`config.mk`:
```
export PLATFORM = sky130hd
export DESIGN_NAME = acc_index_cpu
export DESIGN_NICKNAME = d
export VERILOG_FILES = /design/src/rtl/cpu_pkg.sv /design/src/rtl/cpu_ctrl.sv /design/src/rtl/cpu_datapath.sv /design/src/rtl/acc_index_cpu.sv
export SDC_FILE = /design/constraint.sdc
export NUM_CORES = 1
export LEC_CHECK = 0
export CAP_MARGIN = 20
export CORE_ASPECT_RATIO = 1.2
export CORE_MARGIN = 2
export CORE_UTILIZATION = 55
export CTS_BUF_LIST = sky130_fd_sc_hd__clkbuf_2
export DETAILED_ROUTE_END_ITERATION = 8
export PLACE_DENSITY = 0.76
export SLEW_MARGIN = 20
export SYNTH_ARGS = -nofsm -noshare
export SYNTH_HDL_FRONTEND = slang
export SYNTH_HIERARCHICAL = 1
export SYNTH_SLANG_ARGS = --single-unit
```
`constraint.sdc`:
```
create_clock -name clk -period 3.8 [get_ports clk]
set_clock_uncertainty 0.15 [all_clocks]
set_input_delay 0.76 -clock clk [delete_from_list [all_inputs] [get_ports clk]]
set_output_delay 0.76 -clock clk [all_outputs]
set_load 0.02 [all_outputs]
```
`src/rtl/cpu_pkg.sv`:
```
package cpu_pkg;
  localparam int DW  = 8;
  localparam int AW  = 13;
  localparam int OPW = 3;
  localparam int HIW = AW - DW;

  typedef enum logic [1:0] {
    ST_FETCH_HI, ST_FETCH_LO, ST_ACCESS, ST_EXEC
  } state_t;

  typedef enum logic [OPW-1:0] {
    OP_NOR, OP_ADD, OP_STA, OP_JCC, OP_NORX, OP_ADDX, OP_STX, OP_JNZ
  } op_t;

  function automatic logic [DW-1:0] f_nor(input logic [DW-1:0] a, input logic [DW-1:0] b);
    return ~(a | b);
  endfunction

  function automatic logic [DW:0] f_add(input logic [DW-1:0] a, input logic [DW-1:0] b);
    return {1'b0, a} + {1'b0, b};
  endfunction

  function automatic logic [AW-1:0] f_index(input logic [AW-1:0] base, input logic [DW-1:0] idx);
    return base + AW'(idx);
  endfunction

  function automatic logic f_is_read(input op_t op);
    return op inside {OP_NOR, OP_ADD, OP_NORX, OP_ADDX};
  endfunction

  function automatic logic f_is_store(input op_t op);
    return op inside {OP_STA, OP_STX};
  endfunction

  function automatic logic f_uses_x(input op_t op);
    return op inside {OP_NORX, OP_ADDX, OP_STX};
  endfunction
endpackage

```
`src/rtl/cpu_ctrl.sv`:
```
module cpu_ctrl
  import cpu_pkg::*;
(
  input  logic   clk,
  input  logic   rst_n,
  input  logic   step_en,
  output state_t state
);
  state_t state_nx;

  always_comb begin
    case (state)
      ST_FETCH_HI: state_nx = ST_FETCH_LO;
      ST_FETCH_LO: state_nx = ST_ACCESS;
      ST_ACCESS:   state_nx = ST_EXEC;
      default:     state_nx = ST_FETCH_HI;
    endcase
  end

  always_ff @(posedge clk) begin
    if (!rst_n)       state <= ST_FETCH_HI;
    else if (step_en) state <= state_nx;
  end

  assert_hold_state_R11: assert property (@(posedge clk) disable iff (!rst_n)
    !step_en |=> state == $past(state));

  assert_access_follows_fetch_R2: assert property (@(posedge clk) disable iff (!rst_n)
    (step_en && state == ST_FETCH_LO) |=> state == ST_ACCESS);
endmodule

```
`src/rtl/cpu_datapath.sv`:
```
module cpu_datapath
  import cpu_pkg::*;
(
  input  logic          clk,
  input  logic          rst_n,
  input  logic          step_en,
  input  state_t        state,
  input  logic [DW-1:0] mem_rdata,
  output logic [AW-1:0] mem_addr,
  output logic [DW-1:0] mem_wdata,
  output logic          mem_we,
  output logic          mem_re
);
  localparam logic [AW-1:0] PC_STEP = AW'(2);

  logic [AW-1:0] pc;
  logic [DW-1:0] acc, xr, ir_hi, ir_lo;
  logic          cf, zf;

  op_t           op;
  logic [AW-1:0] field, target, eff_addr;
  logic [DW-1:0] src, nor_res;
  logic [DW:0]   sum;

  // named internal events
  logic exec_fire, acc_wr, x_wr, jump_taken;

  assign op     = op_t'(ir_hi[DW-1 -: OPW]);
  assign field  = {ir_hi[HIW-1:0], mem_rdata};
  assign target = {ir_hi[HIW-1:0], ir_lo};

  always_comb begin
    if (op == OP_NORX)    eff_addr = AW'(xr);
    else if (f_uses_x(op)) eff_addr = field;
    else                   eff_addr = f_index(field, xr);
  end

  always_comb begin
    case (state)
      ST_FETCH_HI: mem_addr = pc;
      ST_FETCH_LO: mem_addr = pc + AW'(1);
      ST_ACCESS:   mem_addr = eff_addr;
      default:     mem_addr = pc;
    endcase
  end

  assign mem_re = step_en && ((state == ST_FETCH_HI) || (state == ST_FETCH_LO) ||
                              (state == ST_ACCESS && f_is_read(op)));
  assign mem_we = step_en && (state == ST_ACCESS) && f_is_store(op);
  assign mem_wdata = (op == OP_STX) ? xr : acc;

  assign src     = f_uses_x(op) ? xr : acc;
  assign nor_res = f_nor(src, mem_rdata);
  assign sum     = f_add(src, mem_rdata);

  assign exec_fire  = step_en && (state == ST_EXEC);
  assign acc_wr     = exec_fire && (op == OP_NOR || op == OP_ADD);
  assign x_wr       = exec_fire && (op == OP_NORX || op == OP_ADDX);
  assign jump_taken = exec_fire && ((op == OP_JCC && !cf) || (op == OP_JNZ && !zf));

  always_ff @(posedge clk) begin
    if (!rst_n) begin
      pc <= '0; acc <= '0; xr <= '0; cf <= 1'b0; zf <= 1'b0;
      ir_hi <= '0; ir_lo <= '0;
    end else if (step_en) begin
      case (state)
        ST_FETCH_LO: ir_hi <= mem_rdata;
        ST_ACCESS:   ir_lo <= mem_rdata;
        ST_EXEC: begin
          pc <= jump_taken ? target : pc + PC_STEP;
          case (op)
            OP_NOR:  begin acc <= nor_res;      zf <= (nor_res == '0); end
            OP_ADD:  begin acc <= sum[DW-1:0];  zf <= (sum[DW-1:0] == '0); cf <= sum[DW]; end
            OP_NORX: begin xr  <= nor_res;      zf <= (nor_res == '0); end
            OP_ADDX: begin xr  <= sum[DW-1:0];  zf <= (sum[DW-1:0] == '0); cf <= sum[DW]; end
            OP_JCC:  if (cf) cf <= 1'b0;
            default: ;
          endcase
        end
        default: ;
      endcase
    end
  end

  assert_pc_advance_R2: assert property (@(posedge clk) disable iff (!rst_n)
    (exec_fire && !jump_taken) |=> pc == $past(pc) + PC_STEP);

  assert_nor_keeps_carry_R3: assert property (@(posedge clk) disable iff (!rst_n)
    (exec_fire && (op == OP_NOR || op == OP_NORX)) |=> cf == $past(cf));

  assert_jcc_clears_carry_R8: assert property (@(posedge clk) disable iff (!rst_n)
    (exec_fire && op == OP_JCC && cf) |=> !cf);

  assert_jump_target_R9: assert property (@(posedge clk) disable iff (!rst_n)
    jump_taken |=> pc == $past(target));

  assert_zero_acc_R10: assert property (@(posedge clk) disable iff (!rst_n)
    acc_wr |=> zf == (acc == '0));

  assert_zero_x_R10: assert property (@(posedge clk) disable iff (!rst_n)
    x_wr |=> zf == (xr == '0));

  assert_store_keeps_zero_R10: assert property (@(posedge clk) disable iff (!rst_n)
    (exec_fire && f_is_store(op)) |=> zf == $past(zf));

  assert_quiet_stall_R11: assert property (@(posedge clk) disable iff (!rst_n)
    !step_en |-> (!mem_re && !mem_we));

  assert_single_strobe_R12: assert property (@(posedge clk) disable iff (!rst_n)
    !(mem_re && mem_we));
endmodule

```
`src/rtl/acc_index_cpu.sv`:
```
module acc_index_cpu
  import cpu_pkg::*;
(
  input  logic          clk,
  input  logic          rst_n,
  input  logic          step_en,
  input  logic [DW-1:0] mem_rdata,
  output logic [AW-1:0] mem_addr,
  output logic [DW-1:0] mem_wdata,
  output logic          mem_we,
  output logic          mem_re
);
  state_t state;

  cpu_ctrl u_ctrl (
    .clk     (clk),
    .rst_n   (rst_n),
    .step_en (step_en),
    .state   (state)
  );

  cpu_datapath u_dp (
    .clk       (clk),
    .rst_n     (rst_n),
    .step_en   (step_en),
    .state     (state),
    .mem_rdata (mem_rdata),
    .mem_addr  (mem_addr),
    .mem_wdata (mem_wdata),
    .mem_we    (mem_we),
    .mem_re    (mem_re)
  );

  assert_first_fetch_R1: assert property (@(posedge clk)
    !rst_n |=> (mem_addr == '0 && !mem_we));
endmodule

```
==> results.toml, run 1 <==
[run_status]
run_status = "finished, final reports clean"

[sta]
setup_viol = 0
fmax_mhz = 272
fin_ws_ns = 0.119
maxSlewViolCount = 0
hold_viol_final = 0
slew_headroom = 0.511
rsz0062_at_grt = "no"
finalCritPeriodShare = 0.969
whs_ns = 0.329
tightestPinTransition_ns = 0.732
finalCriticalPeriod_ns = 3.68

[setup_path]
cp-start-kind = "primary input"
crit_fanout = 5
crit_type = "primary input to output pin"
critPathSlowestCell = "a221o_1"
max_stage_delay_ns = 0.35
crit_family = "compound AO/OA/AOI/OAI gates"
crit_chain = "clkdlybuf4s15_1, ha_2, a21o_1, a221o_1, o41ai_4, buf_4, and2b_2, nor2_2, o31ai_1, buf_2"
arrival_ns = 2.77
end_kind = "output pin"
path_buf_inv = 3
required_ns = 2.89

[floorplanning]
die_w_um = 82.3
coreArea_um2 = 7190
io_pins = 34
rows = 34
die_h_um = 98.0
initial_core_util = 0.563
fp.dieArea_um2 = 8070

[clocking]
root_buffer = "clkbuf_2"
hold_buffers = 0
cts_tree = "built"
cts.reportedPaths.clkPinSlew_ns = 0.27
cts_inserted_buffers = 5
htree_levels = 2
clockBufferDepth = 2
insertion_delay_ns = 0.44
clock_sink_count = 49

[cells_and_area]
diodes = 0
layout-drive-gt1-share = 0.171
fin_area_um2 = 4830
fillerInstances = 643
final_cells = 691
num-nets-final = 646
syn_to_final_growth_pct = 19.2

[global_routing]
grt_max_degree = 38
grt_first_pass_wirelength_um = 20100
grt_pass1_vias = 4281
grt_remaining_overflow = 0
grt_usage = 0.316
antenna_found_initial = 0

[power]
power_density_nw_per_um2 = 221
ir_drop_mv = 0.170
power_leakage_uw = 0.00189

[synthesis]
synth_cell_type_count = 62
syn_avg_cell_area_um2 = 7.43
syn-cell-area_um2 = 4050
synth_largest_area_cell = "dfxtp_1"
synthesis.nets = 591
ys_ff_latch = 49
ys_seq_area_frac = 0.242
yosysWarnings = 6
yosysTopAreaCellShare = 0.242
synth_area_leaders = "dfxtp_1 24%, ha_1 10%, a21oi_1 7.8%, nand2_1 6.9%, nand3_1 4.2%"
synth-edff-count = 0
synth_cells = 545
synthArstFlopShare = 0
synth_top_flop_cell = "dfxtp_1"

[job]
cap_violations = 0

[routing]
drtIter0Drc = 450
drt-wirelength-per-cell_um = 18.3
drt-pass1-iter-count = 5
routed_via_density = 6.43
vias = 4446
finalWirelength_um = 12600
drc = 0
antenna_left = 0

[place]
port_buffers = 33
dp.cells = 682
dpl.hpwl_um = 9400
dp_slack_ns = -0.619
routabilityCongestion = 0.946
dpl-instance-area_um2 = 4710

[worst_hold_path]
hold_path_class = "flip-flop to flip-flop"
[worst paths after layout]
kind                               startpoint             to  slack, ns  cells past startpoint
worst min register to register  u_dp/ir_lo[2]  u_dp/ir_lo[2]       0.33                      2
worst max register to register  u_dp/ir_hi[7]    u_dp/acc[7]       0.46                     10
worst max-delay path             mem_rdata[0]   mem_addr[11]       0.12                     10
worst min-delay path            u_dp/ir_lo[2]  u_dp/ir_lo[2]       0.33                      2
[cells in the mapped netlist, types with 6 or more instances]
cell and instances:
mux2i_1 9, nor3_1 12, nand3_1 34, nand4_1 8, o22ai_1 6, o211ai_1 8, o21ai_0 31, dfxtp_1 49
xor2_1 9, nand2_1 74, clkbuf_1 22, and2_1 6, ha_1 33, nand2b_1 6, nor2_1 28, or3_1 7
mux2_2 15, inv_1 25, a21oi_1 63, and3_1 6, o31ai_1 7
[logic make-up (layout without fill, tap and decap cells)]
logic type               after synthesis  after routing  share of synthesized area
flip-flops                            49             49                      0.242
XOR/XNOR                              13             13                     0.0281
adder cells (fa/ha/maj)               35             35                      0.112
buffers and inverters                 57            113                     0.0544
multiplexers                          24             24                     0.0640
AND/OR/NAND/NOR                      207            207                      0.248
AO/OA/AOI/OAI                        160            160                      0.251
[metrics by stage]
stage | utilization | TNS, ns | power, uW
after floorplan | - | 0 | 686
after global placement | 0.655 | -4.53 | 778
after detailed placement | 0.655 | -4.84 | 785
after CTS | 0.665 | 0 | 1070
after global routing | 0.671 | 0 | 1120
final | 0.671 | 0 | 1070
[placed cells by master, fill, tap and decap left out, types with 6 or more instances in the layout]
cell type,synthesis,layout
nor2_1,28,27
nand2b_1,6,6
xor2_1,9,9
ha_1,33,28
and3_1,6,6
dfxtp_1,49,48
clkbuf_2,0,9
o22ai_1,6,6
nand3_1,34,34
nand4_1,8,8
and2_1,6,6
a21oi_1,63,62
mux2i_1,9,9
nor3_1,12,12
buf_4,0,47
inv_1,25,25
mux2_2,15,15
o211ai_1,8,8
or3_1,7,7
o21ai_0,31,30
clkdlybuf4s50_1,0,16
o31ai_1,7,7
nand2_1,74,74
[state kept, by name, indices dropped and copies added (netlist names)]
signal	count
u_dp/zf	1
u_dp/pc	13
u_dp/xr	8
u_dp/cf	1
u_dp/ir_lo	8
u_dp/acc	8
u_dp/ir_hi	8
u_ctrl/state	2
[worst register-to-register path, cell delays in order, from the launching register on]
cell and delay [ns]:
dfxtp_1 0.40, a21boi_2 0.50, mux2_2 0.42, inv_1 0.07
ha_1 0.26, and3_1 0.19, a2111o_1 0.46, o31ai_1 0.28
xor2_1 0.13, a211o_1 0.30, a21oi_1 0.14
[layout make-up]
| cell class | count | area, um^2 | area share |
|---|---|---|---|
| clock inverters | 3 | 41.3 | 0.00856 |
| multi-input cells | 439 | 2930 | 0.606 |
| repair buffers | 79 | 641 | 0.133 |
| inverters | 26 | 97.6 | 0.0202 |
| flip-flops and latches | 49 | 982 | 0.204 |
| well taps | 90 | 113 | 0.0233 |
| clock buffers | 5 | 25.0 | 0.00519 |
[metal layers]
| metal | vias to the layer above | part of all wire | GRT usage |
|---|---|---|---|
| li1 | 2107 | - | - |
| met1 | 2030 | 0.38 | 0.389 |
| met2 | 260 | 0.49 | 0.515 |
| met3 | 49 | 0.083 | 0.0508 |
| met4 | 0 | 0.045 | 0.169 |
| met5 | - | 0 | 0 |
[timing repair]
| item | 4_1_cts | 5_1_grt |
|---|---|---|
| endpoints found under the setup margin | 11 | 7 |
| pin swaps | 7 | 7 |
| setup buffers | 0 | 1 |
| gates resized for setup | 51 | 18 |
[report_power, final]
group / internal, uW / leakage [uW] / total (uW) / switching (uW)
clock network: 109 / 0.0000366 / 288 / 179
logic: 93.0 / 0.00146 / 246 / 153
registers: 525 / 0.000396 / 534 / 9.44
No activity file was read; power rests on OpenSTA's default activity.
==> inputs of run 2 (changes only) <==
--- a/config.mk
+++ b/config.mk
@@ -6,7 +6,7 @@
 export NUM_CORES = 1
 export LEC_CHECK = 0
 export CAP_MARGIN = 20
-export CORE_ASPECT_RATIO = 1.2
+export CORE_ASPECT_RATIO = 2
 export CORE_MARGIN = 2
 export CORE_UTILIZATION = 55
 export CTS_BUF_LIST = sky130_fd_sc_hd__clkbuf_2
==> results.toml, run 2 (synthesis gave the netlist of run 1 again) <==
[routing]
finalWirelength_um = 13300
vias = 4451
drtIter0Drc = 383
drc = 0
drt-wirelength-per-cell_um = 19.2
drt-pass1-iter-count = 5
routed_via_density = 6.42
antenna_left = 0

[floorplanning]
coreArea_um2 = 7210
fp.dieArea_um2 = 8110
rows = 44
die_w_um = 64.7
initial_core_util = 0.561
die_h_um = 125
io_pins = 34

[cells_and_area]
final_cell_mix = "74 x nand2_1, 63 x a21oi_1, 47 x buf_4, 47 x dfxtp_1, 34 x nand3_1"
syn_to_final_growth_pct = 18.0
largest_reg_flops = 13
num-nets-final = 646
layout_commonest_cell = "nand2_1"
diodes = 0
layout-drive-gt1-share = 0.163
max_flop_register = "u_dp/pc"
finalCoreUtilization = 0.662

[clocking]
cts.reportedPaths.clkPinSlew_ns = 0.22
htree_levels = 2
insertion_delay_ns = 0.45
clockBufferDepth = 2
hold_buffers = 0
cts_tree = "built"
cts_inserted_buffers = 5
clock_sink_count = 49
root_buffer = "clkbuf_2"

[sta]
maxSlewViolCount = 0
tightestPinTransition_ns = 0.752
whs_ns = 0.326
setup_viol = 0
fin_ws_ns = 0.0757
hold_viol_final = 0
fmax_mhz = 269
finalCriticalPeriod_ns = 3.72
finalCritPeriodShare = 0.980
slew_headroom = 0.496

[global_routing]
grt_first_pass_wirelength_um = 21000
grt_max_degree = 38
grt_pass1_vias = 4265
antenna_found_initial = 0
grt_remaining_overflow = 0
grt_usage = 0.333

[job]
cap_violations = 0

[setup_path]
r2r_start = "u_dp/ir_hi[5]"
required_ns = 2.89
rr_worst_depth = 12
crit_type = "primary input to output pin"
crit_chain = "clkdlybuf4s50_1, ha_1, or2_2, o31ai_2, a31oi_1, buf_4, nand2b_1, xor2_1, o21ai_0, dlygate4sd1_1"
crit_cells = 10
critPathSlowestCell = "clkdlybuf4s50_1"
rr_endpoint = "u_dp/acc[6]"
rrSetupSlack_ns = 0.29
max_stage_delay_ns = 0.45
cp-start-kind = "primary input"
crit_fanout = 3
arrival_ns = 2.81
path_buf_inv = 3
crit_family = "buffers and inverters"
end_kind = "output pin"

[power]
power_leakage_uw = 0.00190
power_density_nw_per_um2 = 211
ir_drop_mv = 0.162

[worst_hold_path]
hold_path_class = "flip-flop to flip-flop"
hp-start = "u_dp/ir_lo[5]"
min_to = "u_dp/ir_lo[5]"
hold_depth = 2

[place]
port_buffers = 33
routabilityCongestion = 0.965
dp_slack_ns = -0.651
dpl.hpwl_um = 10200

[run_status]
run_status = "finished, final reports clean"
[run 2: repair_timing]
item,4_1_cts,5_1_grt
pin swaps,8,2
setup endpoints to repair,12,10
gates resized for setup,43,17
buffers inserted,0,1
[run 2: cell type report]
class	count	area (um^2)
well taps	92	115
inverters	26	97.6
repair buffers	79	637
fillers	673	2430
multi-input cells	439	2900
clock buffers	8	40.0
flip-flops and latches	49	983
[run 2: metal layers]
metal / GRT usage / up-vias / wire length [um]
li1: - / 2097 / -
met1: 0.338 / 2103 / 4750
met2: 0.616 / 187 / 7100
met3: 0.0414 / 64 / 546
met4: 0.209 / 0 / 881
met5: 0 / - / 0
[run 2: metrics by stage]
| stage | total power, uW | TNS (ns) | instance area, um^2 | cells |
|---|---|---|---|---|
| 5_1_grt | 1060 | -0.00515 | 4780 | 693 |
| 3_5_place_dp | 786 | -5.00 | 4710 | 684 |
| 6_report | 1010 | 0 | 4780 | 693 |
| 3_3_place_gp | 779 | -4.56 | 4710 | 684 |
| 4_1_cts | 1000 | 0 | 4770 | 692 |
| 2_1_floorplan | 686 | 0 | 4050 | 545 |
[run 2: how the worst max path moves through the flow]
stage / from / endpoint / slack (ns)
after floorplan: mem_rdata[0] / mem_addr[4] / 0.41
after global placement: mem_rdata[4] / mem_addr[11] / -0.59
after detailed placement: mem_rdata[4] / mem_addr[11] / -0.65
after CTS: mem_rdata[5] / mem_addr[10] / 0.02
after global routing: mem_rdata[0] / mem_addr[9] / -0.003
final: mem_rdata[7] / mem_addr[8] / 0.08
[run 2: tightest hold or removal path, cell delays in order, from the launching register on]
cell and delay (ns):
dfxtp_1 0.36, nand2_1 0.05, a21oi_1 0.05
[run 2: report_power, final]
group          internal [uW]  total [uW]  leakage [uW]  switching [uW]
sequential               525         534      0.000396            9.35
combinational           93.0         246       0.00147             153
clock                   54.0         226     0.0000332             172
==> inputs of run 3 (changes only) <==
--- a/config.mk
+++ b/config.mk
@@ -15,5 +15,4 @@
 export SLEW_MARGIN = 20
 export SYNTH_ARGS = -nofsm -noshare
 export SYNTH_HDL_FRONTEND = slang
-export SYNTH_HIERARCHICAL = 1
 export SYNTH_SLANG_ARGS = --single-unit
==> results.toml, run 3 <==
[run_status]
run_status = "finished, final reports clean"

[global_routing]
grt_usage = 0.346
grt_remaining_overflow = 0
antenna_found_initial = 0
grt_pass1_vias = 4266
grt_max_degree = 39
grt_first_pass_wirelength_um = 21500

[routing]
routed_via_density = 6.26
vias = 4376
finalWirelength_um = 13600
drc = 0
drt-wirelength-per-cell_um = 19.4
antenna_left = 0
drt-pass1-iter-count = 6
drtIter0Drc = 406

[power]
sw_frac_of_total = 0.359
internal-power_uw = 675
ir_drop_mv = 0.133
pwr-share-clk = 0.250
pwr-share-comb = 0.237
power_frac_seq = 0.513
power_density_nw_per_um2 = 221
power_leakage_uw = 0.00186
switchingPower_uw = 378

[cells_and_area]
syn_to_final_growth_pct = 17.9
largest_reg_flops = 13
fillerInstances = 676
layout_commonest_cell = "nand2_1"
max_flop_register = "u_dp.pc"
fin_area_um2 = 4770
diodes = 0
final_cell_mix = "94 x nand2_1, 48 x a21oi_1, 46 x dfxtp_1"
finalCoreUtilization = 0.661
num-nets-final = 649
final_cells = 699
layout-drive-gt1-share = 0.163

[synthesis]
synth_common_cells = "94 x nand2_1, 51 x a21oi_1, 49 x dfxtp_1"
synth_top_flop_cell = "dfxtp_1"
synth_largest_area_cell = "dfxtp_1"
synthArstFlopShare = 0
synthesis.nets = 601
synth_cells = 558
synth_cell_type_count = 72
syn-cell-area_um2 = 4040
yosysMostFrequentCell = "nand2_1"
yosysTopAreaCellShare = 0.243
ys_seq_area_frac = 0.243
synth_area_leaders = "dfxtp_1 24%, ha_1 9.3%, nand2_1 8.7%, a21oi_1 6.3%, o21ai_0 4.6%"
ys_ff_latch = 49
syn_avg_cell_area_um2 = 7.25
yosysWarnings = 0
synth-edff-count = 0

[sta]
maxSlewViolCount = 0
slew_headroom = 0.607
tightestPinTransition_ns = 0.587
fin_ws_ns = 0.0237
fmax_mhz = 265
finalCriticalPeriod_ns = 3.78
setup_viol = 0
rsz0062_at_grt = "no"
hold_viol_final = 0
finalCritPeriodShare = 0.994

[setup_path]
path_buf_inv = 4
crit_path_start = "mem_rdata[0]"
cp-start-kind = "primary input"
crit_type = "primary input to output pin"
end_kind = "output pin"
rr_endpoint = "u_dp.zf"
crit_family = "compound AO/OA/AOI/OAI gates"
rr_worst_depth = 11
critPathSlowestCell = "o2111a_2"
arrival_ns = 2.87
cpMostUsedCell = "buf_4"
max_stage_delay_ns = 0.29
r2r_start = "u_dp.ir_hi[5]"
crit_fanout = 3
crit_chain = "dlygate4sd2_1, ha_2, inv_1, fa_2, nor2b_1, buf_4, o2111a_2, nor3_2, xor2_1, o21ai_1, a31o_2, buf_4"
required_ns = 2.89
rrSetupSlack_ns = 0.44

[place]
port_buffers = 33
dp.cells = 690
routabilityCongestion = 1.04
dp_slack_ns = -0.749
dpl-instance-area_um2 = 4670
dpl.hpwl_um = 10600

[clocking]
htree_levels = 2
cts_inserted_buffers = 5
clock_sink_count = 49
cts.reportedPaths.clkPinSlew_ns = 0.32
cts_tree = "built"
clockBufferDepth = 2
insertion_delay_ns = 0.53
root_buffer = "clkbuf_2"

[floorplanning]
coreArea_um2 = 7210
io_pins = 34
rows = 44
fp.dieArea_um2 = 8100
die_h_um = 125
initial_core_util = 0.561
die_w_um = 64.6

[worst_hold_path]
hp-start = "u_dp.ir_lo[2]"
min_to = "u_dp.ir_lo[2]"
hold_path_class = "flip-flop to flip-flop"
hold_depth = 2

[job]
cap_violations = 0
[run 3: changes by cell type after synthesis, moves of 6 or more]
cell / previous run / this run
xnor2_1: 4 / 11
o21ai_0: 31 / 37
nand3_1: 34 / 28
mux2_2: 15 / 8
nor2_1: 28 / 40
a21oi_1: 63 / 51
nand2_1: 74 / 94
[run 3: metrics by stage]
step | power (uW) | TNS (ns) | hold slack [ns]
global placement | 787 | -5.94 | 0.295
CTS | 1040 | 0 | 0.326
detailed placement | 792 | -6.28 | 0.298
floorplan | 691 | 0 | 0.282
global route | 1090 | 0 | 0.343
finish | 1050 | 0 | 0.330
[run 3: routing by layer]
layer,global-route usage,part of all wire,vias to the layer above
li1,-,-,2087
met1,0.335,0.34,1994
met2,0.621,0.51,207
met3,0.0450,0.046,88
met4,0.293,0.098,0
met5,0,0,-
[run 3: worst max path at each step]
stage / to / cells past startpoint
floorplan: mem_addr[12] / 9
global placement: mem_addr[12] / 12
detailed placement: mem_addr[12] / 12
CTS: mem_addr[7] / 9
global route: mem_addr[9] / 8
finish: mem_addr[6] / 12
[run 3: cells by family (layout without fill, tap and decap cells)]
| group | after synthesis | after routing | synth area share |
|---|---|---|---|
| AOI/OAI and AO/OA | 160 | 160 | 0.255 |
| xor gates and xnor gates | 16 | 16 | 0.0347 |
| adders and majority gates | 32 | 32 | 0.103 |
| buffers and inverters | 61 | 110 | 0.0625 |
| DFF | 49 | 49 | 0.243 |
| muxes | 14 | 14 | 0.0371 |
| and+or+nand+nor | 226 | 226 | 0.265 |
[run 3: worst min-delay path, delay by kind of cell, from the launching register on]
| family | cells | cell delay (ns) |
|---|---|---|
| flip-flops | 1 | 0.39 |
| AND/OR/NAND/NOR | 1 | 0.05 |
| AO/OA/AOI/OAI | 1 | 0.05 |
[run 3: area by class of cell]
class / instances / area, um^2 / area share
inverters: 25 / 93.8 / 0.0197
well taps: 92 / 115 / 0.0241
clock inverters: 3 / 25.0 / 0.00525
clock buffers: 5 / 25.0 / 0.00525
multi-input cells: 448 / 2900 / 0.608
repair buffers: 77 / 626 / 0.131
flip-flops and latches: 49 / 985 / 0.207
[run 3: timing repair]
item | 4_1_cts | 5_1_grt
setup endpoints to repair | 13 | 8
hold buffers | 0 | 0
gates resized for setup | 62 | 13
buffers inserted | 1 | 0
gates cloned | 0 | 0
pin swaps | 8 | 3
[run 3: power groups by stage]
stage	combinational, uW	clock, uW	sequential, uW
6_report	250	263	540
5_1_grt	271	278	541
4_1_cts	247	257	538
3_5_place_dp	245	0	547
3_3_place_gp	241	0	546
2_1_floorplan	150	0	540
